<file path="config.mk">
export PLATFORM = sky130hd
export DESIGN_NAME = bin_reorder_buf
export DESIGN_NICKNAME = d
export VERILOG_FILES = /design/src/rtl/bin_reorder_pkg.sv /design/src/rtl/bin_wr_ctrl.sv /design/src/rtl/bin_rd_ctrl.sv /design/src/rtl/pingpong_ram.sv /design/src/rtl/bin_reorder_buf.sv
export SDC_FILE = /design/constraint.sdc
export NUM_CORES = 1
export LEC_CHECK = 0
export BUFFER_PORTS_ARGS = -buffer_cell sky130_fd_sc_hd__buf_2
export CAP_MARGIN = 20
export CORE_ASPECT_RATIO = 1.1
export CORE_MARGIN = 1.5
export CORE_UTILIZATION = 58
export DETAILED_ROUTE_END_ITERATION = 6
export GPL_TIMING_DRIVEN = 1
export PLACE_DENSITY = 0.74
export SLEW_MARGIN = 5
export SYNTH_ARGS = -nofsm -noshare
export SYNTH_HDL_FRONTEND = slang
export SYNTH_HIERARCHICAL = 1
export SYNTH_SLANG_ARGS = --single-unit
</file>
<file path="constraint.sdc">
create_clock -name clk -period 9 [get_ports clk]
set_input_delay 1.8 -clock clk [delete_from_list [all_inputs] [get_ports clk]]
set_output_delay 1.8 -clock clk [all_outputs]
set_load 0.005 [all_outputs]
</file>
<file path="src/rtl/bin_reorder_pkg.sv">
package bin_reorder_pkg;

  // Read order selected for one output frame.
  typedef enum logic [1:0] {
    ORD_ARRIVAL  = 2'd0,
    ORD_NATURAL  = 2'd1,
    ORD_CENTERED = 2'd2
  } ord_mode_e;

  function automatic ord_mode_e decode_mode(input logic reorder, input logic center);
    if (reorder && center) return ORD_CENTERED;
    if (reorder)           return ORD_NATURAL;
    return ORD_ARRIVAL;
  endfunction

endpackage

</file>
<file path="src/rtl/bin_wr_ctrl.sv">
module bin_wr_ctrl #(
  parameter int LOG2_N = 4
) (
  input  logic              clk,
  input  logic              rst,
  input  logic              in_sync,
  input  logic              in_valid,
  output logic              wr_en,
  output logic [LOG2_N:0]   wr_addr,
  output logic              frame_done,
  output logic              done_bank
);
  localparam logic [LOG2_N-1:0] LAST_IDX = '1;

  logic              armed;
  logic              bank;
  logic [LOG2_N-1:0] idx;

  assign wr_en      = armed && in_valid;
  assign wr_addr    = {bank, idx};
  assign frame_done = wr_en && (idx == LAST_IDX);
  assign done_bank  = bank;

  always_ff @(posedge clk) begin
    if (rst) begin
      armed <= 1'b0;
      bank  <= 1'b0;
      idx   <= '0;
    end else begin
      if (in_sync) armed <= 1'b1;
      if (in_sync)
        idx <= '0;
      else if (wr_en)
        idx <= idx + 1'b1;
      if (frame_done) bank <= ~bank;
    end
  end

endmodule

</file>
<file path="src/rtl/bin_rd_ctrl.sv">
module bin_rd_ctrl
  import bin_reorder_pkg::*;
#(
  parameter int LOG2_N = 4
) (
  input  logic              clk,
  input  logic              rst,
  input  logic              start,
  input  logic              start_bank,
  input  logic              cfg_reorder,
  input  logic              cfg_center,
  output logic              rd_en,
  output logic [LOG2_N:0]   rd_addr,
  output logic              o_sync,
  output logic              o_valid,
  output logic              o_bad
);
  localparam logic [LOG2_N-1:0] LAST_IDX = '1;
  localparam logic [LOG2_N-1:0] HALF     = {1'b1, {(LOG2_N-1){1'b0}}};

  logic              active;
  logic              bank;
  logic              bad_lat;
  logic [LOG2_N-1:0] cnt;
  ord_mode_e         mode;
  logic [LOG2_N-1:0] bin_sel;
  logic [LOG2_N-1:0] bin_rev;
  logic [LOG2_N-1:0] slot;

  // Bin wanted at this output position.
  always_comb begin
    bin_sel = cnt;
    if (mode == ORD_CENTERED) bin_sel = cnt ^ HALF;
  end

  // Storage slot of a bin is its bit-reversed index.
  for (genvar b = 0; b < LOG2_N; b++) begin : g_rev
    assign bin_rev[b] = bin_sel[LOG2_N-1-b];
  end

  always_comb begin
    slot = cnt;
    if (mode != ORD_ARRIVAL) slot = bin_rev;
  end

  assign rd_en   = active;
  assign rd_addr = {bank, slot};

  always_ff @(posedge clk) begin
    if (rst) begin
      active  <= 1'b0;
      bank    <= 1'b0;
      bad_lat <= 1'b0;
      cnt     <= '0;
      mode    <= ORD_ARRIVAL;
      o_sync  <= 1'b0;
      o_valid <= 1'b0;
      o_bad   <= 1'b0;
    end else begin
      if (start) begin
        active  <= 1'b1;
        cnt     <= '0;
        bank    <= start_bank;
        mode    <= decode_mode(cfg_reorder, cfg_center);
        bad_lat <= cfg_center && !cfg_reorder;
      end else if (active) begin
        cnt <= cnt + 1'b1;
        if (cnt == LAST_IDX) active <= 1'b0;
      end
      o_sync  <= start;
      o_valid <= active;
      o_bad   <= active && bad_lat;
    end
  end

endmodule

</file>
<file path="src/rtl/pingpong_ram.sv">
module pingpong_ram #(
  parameter int ADDR_W = 5,
  parameter int WORD_W = 32
) (
  input  logic              clk,
  input  logic              we,
  input  logic [ADDR_W-1:0] waddr,
  input  logic [WORD_W-1:0] wdata,
  input  logic              re,
  input  logic [ADDR_W-1:0] raddr,
  output logic [WORD_W-1:0] rdata
);
  localparam int DEPTH = 1 << ADDR_W;

  logic [WORD_W-1:0] mem [DEPTH];

  always_ff @(posedge clk) begin
    if (we) mem[waddr] <= wdata;
  end

  always_ff @(posedge clk) begin
    if (re) rdata <= mem[raddr];
  end

endmodule

</file>
<file path="src/rtl/bin_reorder_buf.sv">
module bin_reorder_buf #(
  parameter int LOG2_N = 4,
  parameter int DATA_W = 16
) (
  input  logic              clk,
  input  logic              rst,
  input  logic              in_sync,
  input  logic              in_valid,
  input  logic [DATA_W-1:0] in_re,
  input  logic [DATA_W-1:0] in_im,
  input  logic              cfg_reorder,
  input  logic              cfg_center,
  output logic              out_sync,
  output logic              out_valid,
  output logic [DATA_W-1:0] out_re,
  output logic [DATA_W-1:0] out_im,
  output logic              out_cfg_bad
);
  localparam int ADDR_W = LOG2_N + 1;
  localparam int WORD_W = 2 * DATA_W;

  logic              wr_en;
  logic [ADDR_W-1:0] wr_addr;
  logic              frame_done;
  logic              done_bank;
  logic              rd_en;
  logic [ADDR_W-1:0] rd_addr;
  logic [WORD_W-1:0] rd_word;

  bin_wr_ctrl #(.LOG2_N(LOG2_N)) u_wr (
    .clk        (clk),
    .rst        (rst),
    .in_sync    (in_sync),
    .in_valid   (in_valid),
    .wr_en      (wr_en),
    .wr_addr    (wr_addr),
    .frame_done (frame_done),
    .done_bank  (done_bank)
  );

  pingpong_ram #(.ADDR_W(ADDR_W), .WORD_W(WORD_W)) u_ram (
    .clk   (clk),
    .we    (wr_en),
    .waddr (wr_addr),
    .wdata ({in_re, in_im}),
    .re    (rd_en),
    .raddr (rd_addr),
    .rdata (rd_word)
  );

  bin_rd_ctrl #(.LOG2_N(LOG2_N)) u_rd (
    .clk         (clk),
    .rst         (rst),
    .start       (frame_done),
    .start_bank  (done_bank),
    .cfg_reorder (cfg_reorder),
    .cfg_center  (cfg_center),
    .rd_en       (rd_en),
    .rd_addr     (rd_addr),
    .o_sync      (out_sync),
    .o_valid     (out_valid),
    .o_bad       (out_cfg_bad)
  );

  assign out_re = rd_word[WORD_W-1:DATA_W];
  assign out_im = rd_word[DATA_W-1:0];

endmodule

</file>
### After elaboration in Yosys (flattened, before gate mapping)

Memories as Yosys holds them, arrays and structs flattened. A register that Yosys moved wholly into a read port is not among the register bits.
Cells that the tools add are included.

* flip-flop bits (word level): 18
* bits in writable memories: 1024
* bits of input ports: 38
* output and inout bits: 35
* logic and storage cells: 46
* memories: 1

* add/sub/neg operators: 2
* eq/ne operators: 3
* muxes and demuxes: 18
* bitwise logic cells: 2
* reductions and logical operators: 9

Memory list
* u_ram.mem: words 32, bits a word 32, read ports 1, clocked after memory_dff 1, wr ports 1, RTL line pingpong_ram.sv:15 `logic [WORD_W-1:0] mem [DEPTH];`

Operators by type and width (number)
* 1-bit 2-to-1 mux: 12
* 4-bit by 1-bit adder with 4-bit output, second input constant: 2
* 4-bit == test, second input constant: 2
* 2-bit 2-to-1 mux: 4
* 4-bit 2-to-1 mux: 2
* 1-bit logical AND: 5
* 2-bit OR reduction: 2
* 2-bit == test, second input constant: 1
* 1-bit inverter: 2
* 2-bit nonzero test: 1
* 1-bit zero test: 1

### Logic depth before layout (Yosys ltp)

* word-level depth: 9
* mapped depth: 10
* depth with buffers taken out: 7

### By module

Netlist, hierarchy kept.

Modules (own cells, without submodules)
* pingpong_ram: times used 1, cells each 2260, area an instance 40805.4 sq um, seq. area each 31710.4 sq um
* bin_rd_ctrl: times used 1, cells each 53, area an instance 543.0 sq um, seq. area each 240.2 sq um
* bin_wr_ctrl: times used 1, cells each 29, area an instance 274.0 sq um, seq. area each 120.1 sq um

### Worst setup path after synthesis

No wires, ideal clock.

* kind: input to register
* start: input port in_valid
* end: memory u_ram.mem[28][0] (enable)
* setup time: 0.421 ns
* arrival: 3.988 ns
* required time: 8.579 ns
* path slack: 4.591 ns
* stages on the path: 5
* path buffers: 1
* cells stage by stage: nand2_1 -> inv_1 -> or3b_2 -> clkbuf_1 -> nor2_1

* longest elaborated chain between the ends: 3

Ends and longest elaborated chain
* start, declared: RTL line bin_reorder_buf.sv:8 `input logic in_valid,`
* 1-bit logical AND: RTL line bin_wr_ctrl.sv:19 `assign wr_en = armed && in_valid;`
* named net wr_en: RTL line bin_reorder_buf.sv:22 `logic wr_en;`
* 1-bit 2-to-1 mux: RTL line pingpong_ram.sv:18 `if (we) mem[waddr] <= wdata;`
* 1-bit 2-to-1 mux (not written as such): RTL line pingpong_ram.sv:18
* end, declared: RTL line pingpong_ram.sv:15

The timed path passes the listed nets, and every way through them passes these cells.

### Worst setup path in the final report

* start: register u_rd.cnt[0]
* end: register u_ram.rdata[28], read port of u_ram.mem (data pin)

* elaborated cells between the ends (all ways): 2
* those cells by class: mux: 2

RTL lines
* start, declared: RTL line bin_rd_ctrl.sv:24 `logic [LOG2_N-1:0] cnt;`
* start signal, assigned: RTL line bin_rd_ctrl.sv:67 `cnt <= cnt + 1'b1;`
* 4-bit 2-to-1 mux: RTL line bin_rd_ctrl.sv:43 `if (mode != ORD_ARRIVAL) slot = bin_rev;`
* named net rd_addr[0]: RTL line bin_reorder_buf.sv:27 `logic [ADDR_W-1:0] rd_addr;`
* end, declared: RTL line pingpong_ram.sv:11 `output logic [WORD_W-1:0] rdata`

The timed path passes the listed nets, and every way through them passes these cells.
A chain may end at the register's enable or synchronous reset.

==> reports/qor_table.md <==
| Step | Quantity | Reported |
| --- | --- | --- |
| routing | Wire length on met1 | 37000 um |
| routing | Wire length per cell after detailed routing | 28.8 um |
| routing | Uppermost metal layer occupied by signal nets | met5 |
| worst setup path | Worst r2r src | u_rd/cnt[0]$_SDFFE_PP0P_ |
| clocking | CTS tree | done |
| synth | Fraction of the mapped netlist area in compound gates | 4.83% |
| placed design | Final weighted congestion of routability-driven global placement | 0.853 |
| sta | Actual slew at the worst max-slew pin | 1.20 ns |
| synth | Count of mapped cells out of synthesis | 2342 |
| synth | Cell Area, Synth | 41600 um2 |
| routing | DR WL met3 | 6510 um |
| routing | DRC violation count after routing | 0 |
| sta | Part of the cycle the worst path needs | 49.2% |
| outcome | Outcome | finished clean |
| synth | Top FF cell, synth | sky130_fd_sc_hd__edfxtp_1 |
| pwr | Leakage | 13.7 nW |
| synth | Share of the synthesized netlist area taken by xor and xnor gates | 0.0631% |
| sta | Max Slew Vio Count | 0 |
| global route | Largest net degree at the start of global routing | 136 |
| clocking | Buffer count from post-CTS setup fixing | 0 |
| layout | Most frequent standard cell in the layout excluding fill and tap cells | sky130_fd_sc_hd__edfxtp_1 |
| sta | Skew final | 0.0252 ns |
| clocking | Total CTS buffers | 99 |
| placed design | Number of port buffers | 72 |
| floorplanning | Ports placed on the boundary | 73 |
| global route | Wire length of the first global-routing pass | 141000 um |
| sta | Unrepaired setup endpoints after global routing | false |
| pwr | Highest ir drop seen on vdd | 0.182 mV |
| placed design | DP Worst Slack | 4.40 ns |
| clocking | Count of clock tree sinks | 1074 |
| synth | Synthesis-stage register bit count | 1074 |
| routing | Overall via count from detail_route | 21732 |
| layout | Share of cells above drive strength 1 | 11.4% |
| pwr | Total power per unit cell area | 211 nW/um2 |
| sta | Total negative slack | 0 ns |
| clocking | Hold bufs inserted after CTS | 0 |
| worst hold path | Source of the worst hold timing path | u_rd/bad_lat$_SDFFE_PP0P_ |
| sta | Final Hold Fails | 0 |
| synth | Combinational family with the most area after synthesis | multiplexers |
| floorplanning | DIE HEIGHT | 284 um |
| synth | Number of distinct library cells after synthesis | 42 |
| routing | Detailed-route wire length | 98600 um |
| floorplanning | Starting density of the core | 58.9% |
| routing | Post-route ant nets | 0 |
| synth | Number of enable-type register cells in the synthesized netlist | 1056 |
| floorplanning | Number of cell rows | 102 |
| global route | Overall Global Routing Usage | 26.7% |
| synth | Avg Inst Size Synth | 17.8 um2 |
| sta | Shortest clock period the worst path allows after layout | 4.43 ns |
| synth | Library cell occupying the most area in the post-synthesis netlist | sky130_fd_sc_hd__edfxtp_1 |
| clocking | Skew-Pair Late Insertion Delay | 0.67 ns |
| sta | Worst Setup Slack, final | 4.57 ns |
| worst setup path | WP data arrival | 4.81 ns |
| synth | Fraction of the mapped netlist area in simple logic gates | 3.52% |
| synth | Portion of the post-synthesis area used by sequential elements | 77.1% |
| floorplanning | Area inside the core boundary | 70700 um2 |
| synth | Portion of netlist area occupied by mux cells | 12.6% |
| routing | Met2 wirelength from detailed routing | 50300 um |
| clocking | Post-cts sizing count | 0 |
| clocking | Maximum buffer depth of the clock tree | 3 |
| synth | Warning count from the yosys run | 6 |
| layout | Leading cell types in the layout, fill and taps excluded | sky130_fd_sc_hd__edfxtp_1 (1056), sky130_fd_sc_hd__mux2i_1 (516), sky130_fd_sc_hd__clkbuf_16 (102), sky130_fd_sc_hd__nand3_1 (102), sky130_fd_sc_hd__nand2_1 (100) |
| layout | Area growth from synthesis to final layout | 11.1% |
| routing | Vias per inst | 6.33 |
| synth | Post-synth top area share | 76.2% |
| flow run | Max-cap violations | 0 |
| floorplanning | Die area | 73400 um2 |
| routing | Iteration-0 DRC Markers | 2316 |
| floorplanning | X dimension of the die | 258 um |
| worst setup path | Crit path launch | u_rd/cnt[0]$_SDFFE_PP0P_ |
| sta | Max-slew headroom at the worst pin | 20.1% |
| sta | Final setup violating endpoints | 0 |
| synth | Synthesized-area fraction occupied by adder cells | 0.0601% |
| synth | Fraction of registers with async set/reset | 0% |
| synth | Number of nets produced by synthesis | 2382 |
| worst setup path | Worst Path Class, Setup | reg -> reg |
| clocking | CTS H-tree lvls | 3 |
| worst hold path | Hold Path Class | reg -> reg |
| placed design | Detailed placer's ending HPWL | 55400 um |
| global route | Sum of overflow across all layers after global routing | 0 |
| worst setup path | Worst Path Required | 9.38 ns |
| clocking | Clock transition time at the flip-flop clock pins of the worst setup and hold paths | 0.06 ns |
| global route | Number of global-route vias before repair | 21569 |
| clocking | Root buffer cell | sky130_fd_sc_hd__clkbuf_16 |
| sta | Highest Clock Rate | 226 MHz |
| synth | Most area-consuming cells after synthesis | sky130_fd_sc_hd__edfxtp_1 (76%), sky130_fd_sc_hd__mux2i_1 (12%), sky130_fd_sc_hd__a22oi_1 (1.7%) |
| global route | Antenna violations before repair | 10 |
| worst setup path | Highest fanout seen on the critical path | 133 |
| routing | Count of TritonRoute iterations in the first routing pass | 5 |
| worst setup path | CP endpoint kind | flip-flop |
| layout | Final Net Count | 2447 |
| worst setup path | Worst Setup Start Kind | flip-flop |
==> logic make-up (layout without fill, tap and decap cells) <==
logic type,Yosys count,after routing
buffers and inverters,133,281
multiplexers,521,521
AND/OR/NAND/NOR,314,314
adder cells (fa/ha/maj),2,2
XOR/XNOR,3,3
flip-flops,1074,1074
AO/OA/AOI/OAI,295,295
other,0,5
==> final cells by class <==
cell class                      instances  area (um2)
Antenna cell                            5        12.5
Fill cell                            4677       24500
Clock buffer                          126        2640
Clock inverter                         58         534
Tap cell                              936        1170
Timing Repair Buffer                   96         758
Multi-Input combinational cell       1135        9030
Inverter                                1        3.75
Sequential cell                      1074       32100
==> worst paths after layout <==
check	to	slack [ns]	depth (start not counted)
worst max-delay path	u_ram/rdata[28]$_DFFE_PP_	4.57	8
worst min-delay path	u_rd/bad_lat$_SDFFE_PP0P_	0.48	2
worst max register to register	u_ram/rdata[28]$_DFFE_PP_	4.57	8
worst min register to register	u_rd/bad_lat$_SDFFE_PP0P_	0.48	2
==> metrics by stage <==
stage	instances	power, mW	cell area, um2	hold slack [ns]	util [%]
after global placement	3230	5.74	42800	0.449	60.5
after floorplan	2342	5.63	41600	0.431	-
after CTS	3414	9.79	45900	0.477	65.0
after global routing	3426	9.98	46200	0.493	65.4
final	3431	9.74	46200	0.484	65.4
after detailed placement	3230	5.75	42800	0.465	60.5
==> state kept, by name, indices dropped and copies added (netlist names), 2 cells and up <==
| name | cells |
|---|---|
| u_ram/mem | 1024 |
| u_ram/rdata | 32 |
| u_rd/cnt | 4 |
| u_rd/mode | 2 |
| u_wr/idx | 4 |
==> power by group <==
| part | total [mW] | switching [mW] | internal [mW] | leakage (nW) |
|---|---|---|---|---|
| clock network | 4.09 | 1.76 | 2.34 | 1.55 |
| logic | 0.145 | 0.127 | 0.0177 | 2.55 |
| registers | 5.50 | 0.00221 | 5.50 | 9.64 |
==> synth_stat cells, drive strengths merged (3+ instances only) <==
| master | count |
|---|---|
| buf | 84 |
| nand2b | 5 |
| mux2 | 5 |
| a31oi | 32 |
| nand2 | 101 |
| edfxtp | 1056 |
| or3b | 3 |
| a21oi | 100 |
| nor3 | 36 |
| nand3b | 8 |
| mux2i | 516 |
| nand3 | 102 |
| dfxtp | 18 |
| a22oi | 96 |
| nor2b | 4 |
| nor2 | 43 |
| a22o | 64 |
| and2 | 3 |
| clkbuf | 48 |
==> metal layers <==
metal,GRT usage (%),up-vias
met3,3.48,209
met2,45.4,968
met4,13.4,2
li1,-,9430
met1,33.9,11123
met5,0,-
==> worst max-delay path, cell delays in order, from the launching register on <==
cell                      delay (ns)
sky130_fd_sc_hd__dfxtp_1        0.45
sky130_fd_sc_hd__nor2_1         0.12
sky130_fd_sc_hd__o31ai_4        0.42
sky130_fd_sc_hd__buf_12         0.59
sky130_fd_sc_hd__buf_4          0.91
sky130_fd_sc_hd__mux2i_1        0.29
sky130_fd_sc_hd__a22oi_1        0.12
sky130_fd_sc_hd__a31oi_1        0.72
sky130_fd_sc_hd__nand3_1        0.13
(Power assumes the default switching activity.)
